===== src/rtl/eib_pkg.sv =====
package eib_pkg;
  localparam int DATA_W = 32;
  localparam logic [7:0] OFS_EVENT  = 8'h00;
  localparam logic [7:0] OFS_ENABLE = 8'h04;
endpackage


===== src/rtl/eib_edge_detect.sv =====
module eib_edge_detect #(
  parameter int SRC_N = 32
) (
  input  logic             clk,
  input  logic             rst_n,
  input  logic [SRC_N-1:0] src_i,
  output logic [SRC_N-1:0] rise_o
);
  logic [SRC_N-1:0] prev_q;

  always_ff @(posedge clk or negedge rst_n) begin
    if (!rst_n) prev_q <= '0;
    else        prev_q <= src_i;
  end

  assign rise_o = src_i & ~prev_q;
endmodule


===== src/rtl/eib_event_bank.sv =====
module eib_event_bank #(
  parameter int SRC_N = 32
) (
  input  logic             clk,
  input  logic             rst_n,
  input  logic [SRC_N-1:0] rise_i,
  input  logic             clr_en_i,
  input  logic [SRC_N-1:0] keep_i,
  output logic [SRC_N-1:0] pend_o
);
  for (genvar b = 0; b < SRC_N; b++) begin : g_bit
    logic pend_q;
    always_ff @(posedge clk or negedge rst_n) begin
      if (!rst_n)                    pend_q <= 1'b0;
      else if (rise_i[b])            pend_q <= 1'b1;
      else if (clr_en_i && !keep_i[b]) pend_q <= 1'b0;
    end
    assign pend_o[b] = pend_q;
  end
endmodule


===== src/rtl/eib_enable_reg.sv =====
module eib_enable_reg #(
  parameter int SRC_N = 32
) (
  input  logic             clk,
  input  logic             rst_n,
  input  logic             wr_en_i,
  input  logic [SRC_N-1:0] wdata_i,
  output logic [SRC_N-1:0] en_o
);
  logic [SRC_N-1:0] en_q;

  always_ff @(posedge clk or negedge rst_n) begin
    if (!rst_n)       en_q <= '0;
    else if (wr_en_i) en_q <= wdata_i;
  end

  assign en_o = en_q;
endmodule


===== src/rtl/edge_irq_bridge.sv =====
module edge_irq_bridge
  import eib_pkg::*;
#(
  parameter int SRC_N  = 32,
  parameter int ADDR_W = 4
) (
  input  logic              clk,
  input  logic              rst_n,
  input  logic [SRC_N-1:0]  src_i,
  input  logic [ADDR_W-1:0] reg_addr_i,
  input  logic              reg_we_i,
  input  logic [DATA_W-1:0] reg_wdata_i,
  output logic [DATA_W-1:0] reg_rdata_o,
  output logic              irq_o
);
  localparam logic [ADDR_W-1:0] A_EVENT  = ADDR_W'(OFS_EVENT);
  localparam logic [ADDR_W-1:0] A_ENABLE = ADDR_W'(OFS_ENABLE);

  logic [SRC_N-1:0] rise_w;
  logic [SRC_N-1:0] pend_w;
  logic [SRC_N-1:0] en_w;
  logic             sel_event;
  logic             sel_enable;

  assign sel_event  = (reg_addr_i == A_EVENT);
  assign sel_enable = (reg_addr_i == A_ENABLE);

  if (SRC_N < DATA_W) begin : g_pad
    logic unused_hi;
    assign unused_hi = ^reg_wdata_i[DATA_W-1:SRC_N];
  end

  eib_edge_detect #(.SRC_N(SRC_N)) u_edge (
    .clk    (clk),
    .rst_n  (rst_n),
    .src_i  (src_i),
    .rise_o (rise_w)
  );

  eib_event_bank #(.SRC_N(SRC_N)) u_event (
    .clk      (clk),
    .rst_n    (rst_n),
    .rise_i   (rise_w),
    .clr_en_i (reg_we_i && sel_event),
    .keep_i   (reg_wdata_i[SRC_N-1:0]),
    .pend_o   (pend_w)
  );

  eib_enable_reg #(.SRC_N(SRC_N)) u_enable (
    .clk     (clk),
    .rst_n   (rst_n),
    .wr_en_i (reg_we_i && sel_enable),
    .wdata_i (reg_wdata_i[SRC_N-1:0]),
    .en_o    (en_w)
  );

  always_comb begin
    reg_rdata_o = '0;
    if (sel_event)       reg_rdata_o = DATA_W'(pend_w);
    else if (sel_enable) reg_rdata_o = DATA_W'(en_w);
  end

  assign irq_o = |(pend_w & en_w);
endmodule


===== config.mk =====
export PLATFORM = sky130hd
export DESIGN_NAME = edge_irq_bridge
export DESIGN_NICKNAME = d
export VERILOG_FILES = /design/src/rtl/eib_pkg.sv /design/src/rtl/eib_edge_detect.sv /design/src/rtl/eib_event_bank.sv /design/src/rtl/eib_enable_reg.sv /design/src/rtl/edge_irq_bridge.sv
export SDC_FILE = /design/constraint.sdc
export NUM_CORES = 1
export LEC_CHECK = 0
export CAP_MARGIN = 0
export CORE_UTILIZATION = 52
export DETAILED_ROUTE_END_ITERATION = 10
export GPL_TIMING_DRIVEN = 0
export HOLD_SLACK_MARGIN = 0.15
export MAX_ROUTING_LAYER = met4
export PLACE_DENSITY = 0.94
export SETUP_SLACK_MARGIN = 0.3
export SYNTH_ARGS = -nofsm -noshare
export SYNTH_HDL_FRONTEND = slang
export SYNTH_SLANG_ARGS = --single-unit

===== constraint.sdc =====
create_clock -name clk -period 3.2 [get_ports clk]
set_clock_uncertainty 0.1 [all_clocks]
set_input_delay 0.8 -clock clk [delete_from_list [all_inputs] [get_ports clk]]
set_output_delay 0.8 -clock clk [all_outputs]
set_load 0.1 [all_outputs]

# Yosys cells after proc, flatten, opt, wreduce, memory -nomap -nowiden
# Cells that the tools add are included.
[op_classes]
bitwise = 3
add_sub_neg = 0
n_reduce_logical = 100
order_cmp = 0
div_mod_pow = 0
shifts = 0
multipliers = 0
muxes = 66
n_eq_ne = 1
[op_table]
columns = ["cell", "count"]
rows = [
  ["$and A32 B32 Y32", 2],
  ["$mux W1", 64],
  ["$mux W32", 2],
  ["$reduce_bool A2 Y1", 32],
  ["$logic_and A1 B1 Y1", 34],
  ["$logic_not A1 Y1", 32],
  ["$not A32 Y32", 1],
  ["$reduce_or A32 Y1", 1],
  ["$eq A4 B3 Y1 const B", 1],
  ["$logic_not A4 Y1", 1],
]
[word_totals]
rom_bits = 0
ramBits = 0
inputBits = 71
output_inout_bits = 33
reg_bits = 96
latch_bits = 0
memories = 0

# Logic depth before layout (Yosys ltp)
# Gate-level depths: netlist of the first run.
[logic_depth]
word_depth = 5
mapped_depth = 4

# Modules after synthesis
# A second synthesis of the first run with hierarchy kept.
[unflattened]
cells_unflattened = 326
area_unflattened_um2 = 4682.0
[by_module_without_submodules]
columns = ["mod", "cells_per_inst", "area_each_um2", "n_inst"]
rows = [
  ["eib_event_bank", 131, 1503.9, 1],
  ["eib_enable_reg", 68, 1345.0, 1],
  ["eib_edge_detect", 64, 1241.2, 1],
  ["edge_irq_bridge", 63, 591.8, 1],
]

# Worst setup path before layout of the first run
# OpenSTA, ideal clock, no wires.
[synth_timing]
path_kind = "input to output"
from = "input reg_addr_i[1]"
to = "output reg_rdata_o[10]"
stages = 3
path_slack_ns = -0.027
required_time_ns = 2.300
n_path_buf = 1
arrival_ns = 2.327
cell_sequence = "nor4_4 > clkbuf_1 > a22o_1"
[synth_between]
elab_chain_len = 3
[synth_rtl]
columns = ["element", "line_no", "text"]
rows = [
  ["start: declaration", "edge_irq_bridge.sv:10", "input logic [ADDR_W-1:0] reg_addr_i,"],
  ["$eq A4 B3 Y1", "edge_irq_bridge.sv:26", "assign sel_enable = (reg_addr_i == A_ENABLE);"],
  ["$mux W32", "edge_irq_bridge.sv:60", "else if (sel_enable) reg_rdata_o = DATA_W'(en_w);"],
  ["$mux W32 (*)", "edge_irq_bridge.sv:59", "if (sel_event) reg_rdata_o = DATA_W'(pend_w);"],
  ["end: declaration", "edge_irq_bridge.sv:13", "output logic [DATA_W-1:0] reg_rdata_o,"],
]
# Every way passes the cells marked *; elsewhere a longest branch is shown, timed or not.

# Worst setup path after layout of the first run
[layout_timing]
from = "register u_event.g_bit[26].pend_q"
to = "output irq_o"
[layout_between]
elab_chain_len = 2
[layout_rtl]
columns = ["element", "line_no", "text"]
rows = [
  ["start: declaration", "eib_event_bank.sv:12", "logic pend_q;"],
  ["start signal: assignment", "eib_event_bank.sv:14", "if (!rst_n) pend_q <= 1'b0;"],
  ["start signal: assignment", "eib_event_bank.sv:15", "else if (rise_i[b]) pend_q <= 1'b1;"],
  ["start signal: assignment", "eib_event_bank.sv:16", "else if (clr_en_i && !keep_i[b]) pend_q <= 1'b0;"],
  ["$and A32 B32 Y32", "edge_irq_bridge.sv:63", "assign irq_o = |(pend_w & en_w);"],
  ["$reduce_or A32 Y1", "edge_irq_bridge.sv:63", ""],
  ["end: declaration", "edge_irq_bridge.sv:14", "output logic irq_o"],
]
# Every way passes these cells.

==> summary.txt, run 1 <==
Clock tree
  – Number of CTS-inserted buffers: 9
  – Depth of the CTS H-tree: 3
  – Clock transition at the registers of the reported paths: 0.11 ns
  – Cell at the root of the clock tree: sky130_fd_sc_hd__clkbuf_8
  – Clock network latency to the later pin of the worst-skew pair: 0.37 ns
  – CTS tree: done
  – Max Buffers Root-to-Sink: 2
  – CTS hold repair buffers: 0
  – Clk sink count: 96

Setup path
  – Worst Reg2Reg Path Length in Cells: 1
  – Kind of cell with the highest combined delay on the critical path: simple AND/OR/NAND/NOR gates
  – Cell with the largest stage delay on the worst path: sky130_fd_sc_hd__or4_4
  – Origin of the critical flop-to-flop path: u_enable.en_o[12]
  – Buffering stage count on the worst path with inverters included: 1
  – CP Capture Type: output pin
  – Destination of the worst register-to-register timing path: u_enable.en_o[12]
  – Number of logic stages on the critical path including buffering: 4
  – Reg-to-reg slack, setup: 2.20 ns
  – Worst-path fanout max: 3
  – Stage delay of the slowest cell on the critical path: 0.58 ns
  – Worst endpoint required time: 2.30 ns
  – Startpoint types: register
  – Crit path kind: reg2out
  – Signal arrival time at the worst endpoint: 2.11 ns
  – Worst path cell trace: a22oi_1 -> nand4_1 -> or4_4 -> buf_8

STA
  – Final Hold Viols: 0
  – Final setup violation count: 0
  – Worst slew margin relative to its limit: 0.4557
  – Accumulated negative setup slack: 0 ns
  – Achievable frequency: 0.3326 GHz
  – Final Cycle Share: 0.9397
  – Actual transition at the worst max-transition pin: 0.8164 ns
  – Max-slew violation count: 0
  – Final critical-path required period: 3.007 ns
  – Setup slack of the critical path after layout: 0.1930 ns
  – Unrepaired setup endpoints after global routing: yes

Global routing
  – Overflow left after global routing: 0
  – Global-route total usage across every layer: 0.3983
  – Number of antenna violations at the first check in global routing: 0
  – Vias in the first global route: 3670
  – Global-route wire length before repair: 21300 um
  – Largest net degree at the start of global routing: 58

Floorplan
  – Y dimension of the die: 89.21 um
  – Total Die Area: 7958 um2
  – FP Rows: 31
  – Width of the chip: 89.21 um
  – Initial Utilization: 0.5424
  – Placeable core area: 7292 um2
  – Count of boundary I/O pins: 104

Drt
  – Antenna violation net count after detailed routing: 0
  – Drt first pass iters: 5
  – Via count of the routed design: 3418
  – Wire length after detailed routing: 14960 um
  – Vias per cell: 6.425
  – Post-detailed-route DRC marker count: 0
  – Wire per inst: 28.11 um
  – First DRT Iteration DRCs: 328

Power
  – Leakage dissipation: 2.871 nW
  – Power density relative to cell area: 462.8 nW/um2
  – Peak supply drop: 440.8 uV

Logic synthesis
  – Number of standard cells after synthesis: 296
  – Synth Net Count: 367
  – Count of warnings emitted by yosys: 0
  – Number of flip-flops and latches in the synthesized netlist: 96
  – Post-synthesis sequential area ratio: 0.6074
  – Netlist Area Pre-Place: 3955 um2
  – Post-synthesis cell type count: 15
  – Avg Cell Area, Syn: 13.36 um2

Placement
  – Worst slack after detailed placement: -1.756 ns
  – Detailed-placement wirelength estimate: 7576 um
  – Count of input and output buffers: 102
  – Routability-driven placement congestion ratio: 0.7715

Finish
  – Final net count: 499
  – Layout Area Growth over Synthesis: 60.17%
  – Fraction of layout cells with a size suffix above 1: 0.2979
  – Count of antenna diodes in the layout: 0

Hold path
  – Path class of the lowest-slack min-delay path: in2async

Job
  – Max Cap Viol: 0

Run status
  – Result of the run: complete, no violations
-- final cells by class --
class	count	area (um2)
tap	99	123.9
clock inverter	7	61.31
inverter	32	120.1
buffer	16	210.2
multi-input combinational	152	1674
sequential	96	2404
clock buffer	9	123.9
timing repair buffer	121	1618
fill	290	957.2
-- placed cells by master, fill, tap and decap left out, types with 11 or more instances in the layout --
cell type and count:
sky130_fd_sc_hd__a22o_4 32, sky130_fd_sc_hd__mux2_1 30, sky130_fd_sc_hd__clkdlybuf4s50_1 64, sky130_fd_sc_hd__buf_12 33, sky130_fd_sc_hd__inv_1 32, sky130_fd_sc_hd__a22oi_1 11, sky130_fd_sc_hd__clkbuf_16 12, sky130_fd_sc_hd__buf_4 11
sky130_fd_sc_hd__a22o_1 32, sky130_fd_sc_hd__nand3b_1 32, sky130_fd_sc_hd__dfrtp_1 95
-- routing by layer --
| metal | up-vias | GRT usage | part of all wire |
|---|---|---|---|
| met4 | 0 | 0.2453 | 0.053 |
| met2 | 272 | 0.6128 | 0.48 |
| met5 | - | - | 0 |
| met3 | 68 | 0.09880 | 0.10 |
| li1 | 1364 | - | - |
| met1 | 1714 | 0.4729 | 0.37 |
-- cells in the mapped netlist, drive strengths merged --
library cell / count / area, um2
nand3b: 32 / 240.2
nor4: 1 / 21.27
nand4: 4 / 25.02
clkbuf: 9 / 33.78
a22o: 64 / 560.5
a22oi: 16 / 120.1
nor4b: 1 / 23.77
dfrtp: 96 / 2402
nand2: 1 / 6.260
buf: 7 / 33.78
mux2: 32 / 360.3
inv: 32 / 120.1
or4: 1 / 7.510
-- timing repair --
| item | in CTS | in global routing |
|---|---|---|
| setup endpoints to repair | 33 | 33 |
| resized for setup | 351 | 12 |
| setup buffers | 8 | 2 |
| pin swaps | 5 | 6 |
| gates cloned | 8 | 0 |
-- state kept, by name, indices dropped and copies added (netlist names) --
| register | flops |
|---|---|
| u_edge.prev_q | 32 |
| u_enable.en_o | 32 |
| u_event.g_bit.pend_q | 32 |
-- how the worst max path moves through the flow --
stage	startpoint	end	slack, ns
finish	u_event.g_bit[26].pend_q	irq_o	0.19
global route	u_event.g_bit[23].pend_q	irq_o	0.21
CTS	u_event.g_bit[26].pend_q	irq_o	0.30
detailed placement	reg_addr_i[1]	reg_rdata_o[10]	-1.76
global placement	rst_n	u_edge.prev_q[18]	-2.15
floorplan	reg_addr_i[1]	reg_rdata_o[10]	0.07
-- where the power goes --
group	switching (mW)	internal [mW]
clock network	0.492	0.299
registers	0.150	1.34
logic	0.334	0.315
-- cell families (layout without fill, tap and decap cells) --
family | Yosys count | count (layout) | synth area share
compound gates | 80 | 80 | 0.1721
flops | 96 | 96 | 0.6074
mux | 32 | 32 | 0.09111
buf+inv | 48 | 185 | 0.04745
simple gates | 40 | 40 | 0.08194
-- per-stage QoR --
step           power, mW    util  cell area (um2)  std cells  hold WS [ns]
5_1_grt            3.023  0.8687             6335        532        0.3405
3_5_place_dp       2.008  0.7387             5386        498        0.4159
6_report           2.932  0.8687             6335        532        0.2937
3_3_place_gp       1.979  0.7352             5361        497        0.4043
4_1_cts            2.830  0.8605             6275        530        0.3130
2_1_floorplan      1.798       -             4217        296        0.3872
(Power assumes the default switching activity.)
==> run 2, diff against run 1 <==
--- a/config.mk
+++ b/config.mk
@@ -13,6 +13,7 @@
 export MAX_ROUTING_LAYER = met4
 export PLACE_DENSITY = 0.94
 export SETUP_SLACK_MARGIN = 0.3
+export SLEW_MARGIN = 20
 export SYNTH_ARGS = -nofsm -noshare
 export SYNTH_HDL_FRONTEND = slang
 export SYNTH_SLANG_ARGS = --single-unit
==> run 2 against run 1 <==
Compared with the run above:
- maximum frequency grew 3.8%
- combinational power shrank 0.9%
- design area shrank 0.75%
- hold slack lost 0.064 ns
- clock power down 8.2%
- non-clock buffer count did not move
- utilization is 0.65 points lower
- count of clock-buffer cells in the layout up 4
- sequential cell count did not move
- largest power group unchanged
==> summary.txt, run 2 (same netlist as run 1, synthesis figures left out) <==
Run status
  – Result of the run: complete, no violations

Global routing
  – Overflow left after global routing: 0 (unchanged)
  – Vias in the first global route: 3665 (-0.14%)
  – Global-route wire length before repair: 21320 um (about the same)
  – Number of antenna violations at the first check in global routing: 0 (unchanged)
  – Global-route total usage across every layer: 0.3998 (+0.001529)
  – Largest net degree at the start of global routing: 58 (unchanged)

STA
  – Max-slew violation count: 0 (unchanged)
  – Final Hold Viols: 0 (unchanged)
  – Final critical-path required period: 2.898 ns (-0.1088 ns)
  – Final setup violation count: 0 (unchanged)
  – Accumulated negative setup slack: 0 ns (unchanged)
  – Actual transition at the worst max-transition pin: 0.7949 ns (-0.02154 ns)
  – Achievable frequency: 0.3450 GHz (+3.8%)
  – Worst slew margin relative to its limit: 0.4701 (+0.01436)
  – Final Cycle Share: 0.9057 (-0.03400)
  – Unrepaired setup endpoints after global routing: yes

Drt
  – Detail Route met2 WL: 7253 um (+1.7%)
  – Wire per inst: 27.16 um (-3.4%)
  – Wire length after detailed routing: 14450 um (-3.4%)
  – Via count of the routed design: 3430 (+0.35%)
  – Vias per cell: 6.447 (+0.35%)
  – Drt first pass iters: 4 (-1)
  – Met3 layer wire length in the routed design: 1144 um (-24%)
  – Antenna violation net count after detailed routing: 0 (unchanged)
  – Post-detailed-route DRC marker count: 0 (unchanged)
  – M1 wire length: 5292 um (-4.2%)
  – First DRT Iteration DRCs: 235 (-28%)
  – Uppermost layer routed: met4

Finish
  – Final net count: 499 (unchanged)
  – Count of antenna diodes in the layout: 0 (unchanged)
  – Fraction of layout cells with a size suffix above 1: 0.2864 (-0.01155)
  – Post-route non-filler standard cell count: 532 (unchanged)
  – Post-layout util: 0.8622 (-0.006520)
  – Most common cell after layout, fill and taps aside: sky130_fd_sc_hd__dfrtp_1
  – Leading cell types in the layout, fill and taps excluded: sky130_fd_sc_hd__dfrtp_1 (96), sky130_fd_sc_hd__clkdlybuf4s50_1 (64), sky130_fd_sc_hd__buf_12 (33)
  – Layout Area Growth over Synthesis: 58.97%

Clock tree
  – Cell at the root of the clock tree: sky130_fd_sc_hd__clkbuf_8
  – CTS tree: done
  – CTS hold repair buffers: 0 (unchanged)
  – Clock network latency to the later pin of the worst-skew pair: 0.37 ns (about the same)
  – Number of CTS-inserted buffers: 9 (unchanged)
  – Depth of the CTS H-tree: 3 (unchanged)
  – Clk sink count: 96 (unchanged)
  – Max Buffers Root-to-Sink: 2 (unchanged)
  – Clock transition at the registers of the reported paths: 0.09 ns (-0.02 ns)

Setup path
  – Worst endpoint required time: 2.30 ns (about the same)
  – CP Capture Type: output pin
  – Kind of cell with the highest combined delay on the critical path: simple AND/OR/NAND/NOR gates
  – Stage delay of the slowest cell on the critical path: 0.58 ns (about the same)
  – Buffering stage count on the worst path with inverters included: 1 (unchanged)
  – Worst path cell trace: a22oi_2 -> nand4_1 -> or4_4 -> buf_8
  – Signal arrival time at the worst endpoint: 2.00 ns (-0.11 ns)
  – Crit path kind: reg2out
  – Worst-path fanout max: 3 (unchanged)
  – Startpoint types: register
  – Cell with the largest stage delay on the worst path: sky130_fd_sc_hd__or4_4

Floorplan
  – FP Rows: 31 (unchanged)
  – Total Die Area: 7958 um2 (unchanged)
  – Count of boundary I/O pins: 104 (unchanged)
  – Initial Utilization: 0.5424 (unchanged)
  – Width of the chip: 89.21 um (unchanged)
  – Y dimension of the die: 89.21 um (unchanged)
  – Placeable core area: 7292 um2 (unchanged)

Placement
  – Cell Count Post-Placement: 498 (unchanged)
  – Count of input and output buffers: 102 (unchanged)
  – Detailed-placement wirelength estimate: 7573 um (about the same)
  – Routability-driven placement congestion ratio: 0.7715 (unchanged)

Power
  – Leakage dissipation: 2.851 nW (-0.70%)
  – Power density relative to cell area: 454.2 nW/um2 (-1.9%)
  – Peak supply drop: 268.7 uV (-39%)

Job
  – Max Cap Viol: 0 (unchanged)

Hold path
  – Path class of the lowest-slack min-delay path: in2async
-- run 2: per-layer routing --
| metal | vias up | GRT usage |
|---|---|---|
| li1 | 1361 | - |
| met1 | 1740 | 0.4373 |
| met2 | 245 | 0.6426 |
| met3 | 84 | 0.1163 |
| met4 | 0 | 0.2496 |
| met5 | - | - |
-- run 2: layout make-up --
class | instances | area (um2)
multi-input combinational | 152 | 1662
fill | 291 | 1005
tap | 99 | 123.9
inverter | 32 | 120.1
timing repair buffer | 121 | 1603
buffer | 16 | 210.2
sequential | 96 | 2402
clock buffer | 13 | 148.9
clock inverter | 3 | 17.52
-- run 2: worst paths after layout --
kind                                     end  slack (ns)                     start  cells after the start
min in group clk            u_enable.en_o[4]        0.45          u_enable.en_o[4]                      1
hold / removal             u_edge.prev_q[28]        0.23                     rst_n                      1
setup / recovery                       irq_o        0.30  u_event.g_bit[26].pend_q                      4
max in group asynchronous  u_enable.en_o[17]        2.18                     rst_n                      2
setup reg to reg            u_enable.en_o[1]        2.19          u_enable.en_o[1]                      1
hold reg to reg             u_enable.en_o[4]        0.45          u_enable.en_o[4]                      1
-- run 2: repair_timing --
action,4_1_cts,5_1_grt
pin swaps,4,1
gates resized for setup,349,4
gates cloned,7,0
endpoints found under the setup margin,33,32
setup buffers,11,0
-- run 2: report_power, final --
part	switching (mW)	total, mW	internal [mW]	leakage, nW
Clock	0.423	0.726	0.303	0.0834
Combinational	0.332	0.643	0.311	1.71
Sequential	0.144	1.49	1.34	1.05
Total	0.900	2.86	1.96	2.85
-- run 2: per-stage QoR --
stage	power (mW)	hold slack (ns)	setup slack [ns]	area (um2)
after global placement	1.979	0.4043	-2.146	5361
after CTS	2.777	0.2403	0.3107	6279
after global routing	2.941	0.2567	0.2732	6287
after detailed placement	2.008	0.4159	-1.750	5390
after floorplan	1.798	0.3872	0.06619	4217
final	2.856	0.2298	0.3018	6287
